$ cat config.mk
export PLATFORM = sky130hd
export DESIGN_NAME = argmax_tree
export DESIGN_NICKNAME = d
export VERILOG_FILES = /design/src/rtl/argmax_pkg.sv /design/src/rtl/argmax_pipe_reg.sv /design/src/rtl/argmax_node.sv /design/src/rtl/argmax_tree.sv
export SDC_FILE = /design/constraint.sdc
export NUM_CORES = 1
export LEC_CHECK = 0
export ABC_AREA = 1
export BUFFER_PORTS_ARGS = -buffer_cell sky130_fd_sc_hd__buf_4
export CAP_MARGIN = 40
export CORE_MARGIN = 2
export CORE_UTILIZATION = 60
export CTS_CLUSTER_SIZE = 10
export DETAILED_ROUTE_END_ITERATION = 16
export PLACE_DENSITY = 0.76
export REMOVE_ABC_BUFFERS = 1
export SLEW_MARGIN = 20
export SYNTH_ARGS = -nofsm -noshare
export SYNTH_HDL_FRONTEND = slang
export SYNTH_HIERARCHICAL = 1
export SYNTH_SLANG_ARGS = --single-unit
export TNS_END_PERCENT = 20
$ cat constraint.sdc
create_clock -name clk -period 3.6 [get_ports clk]
set_input_delay 0.36 -clock clk [delete_from_list [all_inputs] [get_ports clk]]
set_output_delay 0.36 -clock clk [all_outputs]
set_load 0.02 [all_outputs]
$ cat src/rtl/argmax_pkg.sv
package argmax_pkg;

  // Smallest r with 2**r >= n.
  function automatic int log2_ceil(input int n);
    int r;
    r = 0;
    while ((1 << r) < n) r++;
    return r;
  endfunction

  // Offset of level k inside the flattened heap of a tree with pad leaves.
  function automatic int level_base(input int pad, input int k);
    return 2 * pad - 2 * (pad >> k);
  endfunction

  // Level k (1..lvls) output is registered inside the tree.
  function automatic bit level_has_reg(input int every, input int lvls, input int k);
    return (every > 0) && (k < lvls) && ((k % every) == 0);
  endfunction

  // Total register count on the data path.
  function automatic int pipe_latency(input bit in_reg, input bit out_reg,
                                      input int every, input int lvls);
    int n;
    n = int'(in_reg) + int'(out_reg);
    for (int k = 1; k <= lvls; k++)
      if (level_has_reg(every, lvls, k)) n++;
    return n;
  endfunction

endpackage

$ cat src/rtl/argmax_pipe_reg.sv
module argmax_pipe_reg #(
  parameter int W  = 1,
  parameter bit EN = 1'b1
) (
  input  logic         clk,
  input  logic         rst_n,
  input  logic [W-1:0] d,
  output logic [W-1:0] q
);
  generate
    if (EN) begin : g_reg
      always_ff @(posedge clk) begin
        if (!rst_n) q <= '0;
        else        q <= d;
      end
    end else begin : g_wire
      logic unused_pins;
      assign unused_pins = clk ^ rst_n;
      assign q = d;
    end
  endgenerate
endmodule

$ cat src/rtl/argmax_node.sv
// Entry layout: {live, idx[IDX_W-1:0], word[WORD_W-1:0]}
module argmax_node #(
  parameter int WORD_W = 12,
  parameter int QUAL_W = 4,
  parameter int IDX_W  = 4
) (
  input  logic [WORD_W+IDX_W:0] lo,
  input  logic [WORD_W+IDX_W:0] hi,
  output logic [WORD_W+IDX_W:0] win
);
  logic              lo_live, hi_live;
  logic [QUAL_W-1:0] lo_q, hi_q;
  logic              hi_better;

  assign lo_live = lo[WORD_W+IDX_W];
  assign hi_live = hi[WORD_W+IDX_W];
  assign lo_q    = lo[QUAL_W-1:0];
  assign hi_q    = hi[QUAL_W-1:0];

  // Upper side only wins on strictly greater quality: lowest index keeps ties.
  assign hi_better = hi_live && (!lo_live || (hi_q > lo_q));
  assign win       = hi_better ? hi : lo;
endmodule

$ cat src/rtl/argmax_tree.sv
module argmax_tree
  import argmax_pkg::*;
#(
  parameter int N_IN      = 10,
  parameter int WORD_W    = 12,
  parameter int QUAL_W    = 4,
  parameter bit IN_REG    = 1'b1,
  parameter bit OUT_REG   = 1'b1,
  parameter int LVL_EVERY = 2
) (
  input  logic                        clk,
  input  logic                        rst_n,
  input  logic                        in_valid,
  input  logic [N_IN*WORD_W-1:0]      in_words,
  output logic                        out_valid,
  output logic [WORD_W-1:0]           out_word,
  output logic [log2_ceil(N_IN)-1:0]  out_idx
);
  localparam int LVLS  = log2_ceil(N_IN);
  localparam int IDX_W = LVLS;
  localparam int PAD   = 1 << LVLS;
  localparam int ENT_W = WORD_W + IDX_W + 1;
  localparam int NODES = 2 * PAD - 1;

  logic [ENT_W-1:0]        heap [NODES];
  logic                    lvl_vld [LVLS+1];
  logic [ENT_W-2:0]        root_sel;
  logic [ENT_W-2:0]        fin;
  logic                    root_live;

  // Leaves: real inputs tagged live with their index, padding left dead.
  generate
    for (genvar j = 0; j < PAD; j++) begin : g_leaf
      logic [ENT_W-1:0] raw;
      if (j < N_IN) begin : g_real
        assign raw = {1'b1, IDX_W'(j), in_words[j*WORD_W +: WORD_W]};
      end else begin : g_pad
        assign raw = '0;
      end
      argmax_pipe_reg #(.W(ENT_W), .EN(IN_REG)) u_in (
        .clk(clk), .rst_n(rst_n), .d(raw), .q(heap[j])
      );
    end
  endgenerate

  argmax_pipe_reg #(.W(1), .EN(IN_REG)) u_vin (
    .clk(clk), .rst_n(rst_n), .d(in_valid), .q(lvl_vld[0])
  );

  // Reduction levels.
  generate
    for (genvar k = 1; k <= LVLS; k++) begin : g_lvl
      localparam int CNT = PAD >> k;
      localparam int BI  = level_base(PAD, k - 1);
      localparam int BO  = level_base(PAD, k);
      localparam bit RG  = level_has_reg(LVL_EVERY, LVLS, k);
      for (genvar n = 0; n < CNT; n++) begin : g_node
        logic [ENT_W-1:0] pick;
        argmax_node #(.WORD_W(WORD_W), .QUAL_W(QUAL_W), .IDX_W(IDX_W)) u_node (
          .lo(heap[BI + 2*n]), .hi(heap[BI + 2*n + 1]), .win(pick)
        );
        argmax_pipe_reg #(.W(ENT_W), .EN(RG)) u_reg (
          .clk(clk), .rst_n(rst_n), .d(pick), .q(heap[BO + n])
        );
      end
      argmax_pipe_reg #(.W(1), .EN(RG)) u_vreg (
        .clk(clk), .rst_n(rst_n), .d(lvl_vld[k-1]), .q(lvl_vld[k])
      );
    end
  endgenerate

  // Root: a dead root only appears while registers hold their reset value.
  assign root_live = heap[NODES-1][ENT_W-1];
  assign root_sel  = root_live ? heap[NODES-1][ENT_W-2:0] : '0;

  argmax_pipe_reg #(.W(ENT_W-1), .EN(OUT_REG)) u_out (
    .clk(clk), .rst_n(rst_n), .d(root_sel), .q(fin)
  );
  argmax_pipe_reg #(.W(1), .EN(OUT_REG)) u_vout (
    .clk(clk), .rst_n(rst_n), .d(lvl_vld[LVLS]), .q(out_valid)
  );

  assign out_word = fin[WORD_W-1:0];
  assign out_idx  = fin[WORD_W +: IDX_W];
endmodule

==> impl_metrics.py <==
metrics = {
    "timing": {
        "setup-tns-final_ps": 0,
        "skew_ps": 15.4,
        "rsz0062_at_grt": "no",
        "setup-violations-final": 0,
        "slew_violations": 0,
        "worstMarginPinSlew_ps": 724,
        "fmax_mhz": 331,
        "post-route-period-util_pct": 83.8,
        "setup_ws_ps": 583,
        "finalCriticalPeriod_ps": 3020,
        "relSlewSlack_pct": 51.7,
        "finalHoldViolCount": 0,
    },
    "critical_path": {
        "required_ps": 4080,
        "endpoint_kind": "flop",
        "rr_endpoint": "u_out/q[0]",
        "rr_worst_depth": 24,
        "ff2ff_setup_slack_ps": 580,
        "critPathLaunch": "g_lvl[2].g_node[0].u_reg/q[3]",
        "critPathMaxFanout": 17,
        "cp-start-kind": "flop",
        "crit_type": "flop to flop",
        "r2r_start": "g_lvl[2].g_node[0].u_reg/q[3]",
        "cp.arrival_ps": 3490,
    },
    "worst_hold_path": {
        "hold_end": "g_leaf[9].u_in/q[0]",
        "hold_start": "in_words[108]",
        "min_path_cells": 3,
        "hp-class": "input port to flop",
    },
    "route": {
        "drc_errors": 0,
        "vias_per_cell": 4.44,
        "drt_iter0_markers": 748,
        "first_pass_iters": 5,
        "ant_nets": 0,
        "wire_per_inst_um": 11.3,
        "vias": 12900,
        "wl_um": 32900,
    },
    "global_route": {
        "grt_pass1_wl_um": 55300,
        "grtUsageTotal_pct": 21.5,
        "grt_pass1_vias": 12400,
        "grt_max_degree": 100,
        "antenna_found_initial": 0,
        "grt.overflow.total": 0,
    },
    "floorplanning": {
        "dieArea_mm2": 0.0308,
        "coreArea_mm2": 0.0289,
        "die-width_um": 175,
        "start_util_pct": 61.1,
        "fp.dieH_um": 175,
        "io_pins": 140,
        "num_rows": 62,
    },
    "cells_and_area": {
        "area_growth_pct": 5.76,
        "layout_common_cells": "900 x nand2_1, 465 x inv_1, 359 x dfxtp_1",
        "nFillCells": 2639,
        "multiInputGateArea_mm2": 0.00676,
        "area.sequential_mm2": 0.00719,
        "final_common_cell": "nand2_1",
        "drive_gt1_share_pct": 11.9,
        "nets": 2699,
        "antenna_cells": 0,
    },
    "pwr": {
        "leakagePower_nw": 12.3,
        "powerDensity_mw_per_mm2": 498,
        "clkPwrFrac_pct": 39.3,
        "p_comb_share_pct": 14.1,
        "power.net_switching_w": 0.00243,
        "peakVddDrop_uv": 339,
        "internal-power_w": 0.00687,
        "sw_frac_of_total_pct": 26.1,
        "pwr-share-seq_pct": 46.6,
    },
    "placement": {
        "io_buffer_count": 139,
        "dp_hpwl_um": 23000,
        "place.gp.congestion": 0.841,
        "dp_slack_ps": 603,
    },
    "clocking": {
        "post_cts_resize_count": 0,
        "cts.path.max_buffers": 3,
        "clkTransAtPathRegs_ps": 50,
        "clock-sinks": 359,
        "cts-root-buf": "clkbuf_16",
        "worstSkewPairLatency_ps": 530,
        "cts_made_buffers": 42,
        "htreeDepth": 2,
        "cts_tree": "built",
    },
    "synthesis": {
        "syn-cell-area_mm2": 0.0176,
        "syn_inst": 2455,
        "synthAdderAreaFrac_pct": 4.26,
        "synth_cell_types": 16,
        "synthMuxAreaShare_pct": 0,
        "synthSimpleGateAreaFrac_pct": 30.4,
        "synth_top_family_by_area": "simple AND/OR/NAND/NOR gates",
        "synth-compound-area-share_pct": 0.426,
        "yosys_warnings": 6,
        "synth_xor_area_share_pct": 0,
        "ys_ff_latch": 359,
        "syn-mean-instance-area_um2": 7.18,
        "ys_seq_area_share_pct": 40.8,
    },
    "job": {
        "maxCapViolations": 0,
    },
    "run_status": {
        "status": "complete, no violations",
    },
}
[worst max-delay path, cell delays in order, from the launching register on]
cell and delay, ps:
dfxtp_1 340, inv_1 50, ha_1 310, a21oi_1 190, nand2_1 90, nand2_2 80
nand2_4 140, nand2_4 190, nand2_1 70, nand2_1 130, inv_1 60, ha_1 310
nand2_1 70, nand2_1 50, nand2_1 50, nand2_1 60, nand2_2 70, nand2_4 120
nand2_4 190, nand2_1 70, nand2_1 80, nand2_1 60, inv_1 80, nand2_1 50
inv_1 70
[per-layer routing]
layer / GRT usage, % / wire [um]
met4: 6.61 / 846
met5: 0 / 0
met3: 3.35 / 1560
met1: 27.0 / 14600
met2: 38.0 / 15800
[power groups by stage]
stage,Combinational [W],Sequential [W],Clock (W)
2_1_floorplan,0.000857,0.00439,0
3_3_place_gp,0.00126,0.00441,0
3_5_place_dp,0.00128,0.00441,0
4_1_cts,0.00130,0.00433,0.00375
5_1_grt,0.00151,0.00435,0.00392
6_report,0.00131,0.00433,0.00365
[how the worst max path moves through the flow]
stage | slack (ps) | cells past startpoint | to
floorplan | 1090 | 26 | u_out/q[11]
global placement | 560 | 24 | u_out/q[12]
detailed placement | 600 | 24 | u_out/q[0]
CTS | 580 | 24 | u_out/q[0]
global route | 140 | 24 | u_out/q[8]
finish | 580 | 24 | u_out/q[0]
[synthesized netlist by cell type (all sizes together)]
cell type / count / area share [%]
buf: 294 / 14
nand3: 255 / 7.2
nand2: 975 / 23
inv: 480 / 10
a21oi: 15 / 0.43
conb: 2 / 0.043
ha: 60 / 4.3
or2: 15 / 0.53
dfxtp: 359 / 41
[area by class of cell]
type,instances,share of cell area (%)
Inverter,480,9.66
Clock inverter,4,0.342
Timing Repair Buffer,161,6.82
Sequential cell,359,38.5
Tap cell,384,2.58
Multi-Input combinational cell,1472,36.3
Clock buffer,48,5.81
[flip-flops by register name (all words and copies together) (netlist names)]
register / cells
g_lvl.g_node.u_reg/q: 68
g_leaf.u_in/q: 272
u_out/q: 16
u_vin/q: 1
u_vout/q: 1
g_lvl.u_vreg/q: 1
[what timing repair did]
| action | 4_1_cts | 5_1_grt |
|---|---|---|
| hold buffers | 12 | 0 |
| setup buffers | 0 | 0 |
| endpoints found under the hold margin | 12 | 0 |
[stage by stage]
step	cell area [um2]	hold WS [ps]	total power, W	util, %	cells
2_1_floorplan	15800	386	0.00525	-	2311
3_5_place_dp	17400	397	0.00570	60.2	2844
3_3_place_gp	17400	389	0.00567	60.2	2844
6_report	18700	16.7	0.00930	64.6	2908
5_1_grt	18700	5.00	0.00978	64.6	2908
4_1_cts	18700	0.232	0.00939	64.6	2908
[kinds of logic after synthesis]
group                    after synthesis
buffers and inverters                774
AND/OR/NAND/NOR                     1245
adder cells (fa/ha/maj)               60
other                                  2
AO/OA/AOI/OAI                         15
flip-flops                           359
Note: power is estimated with default switching activity, not from simulation.
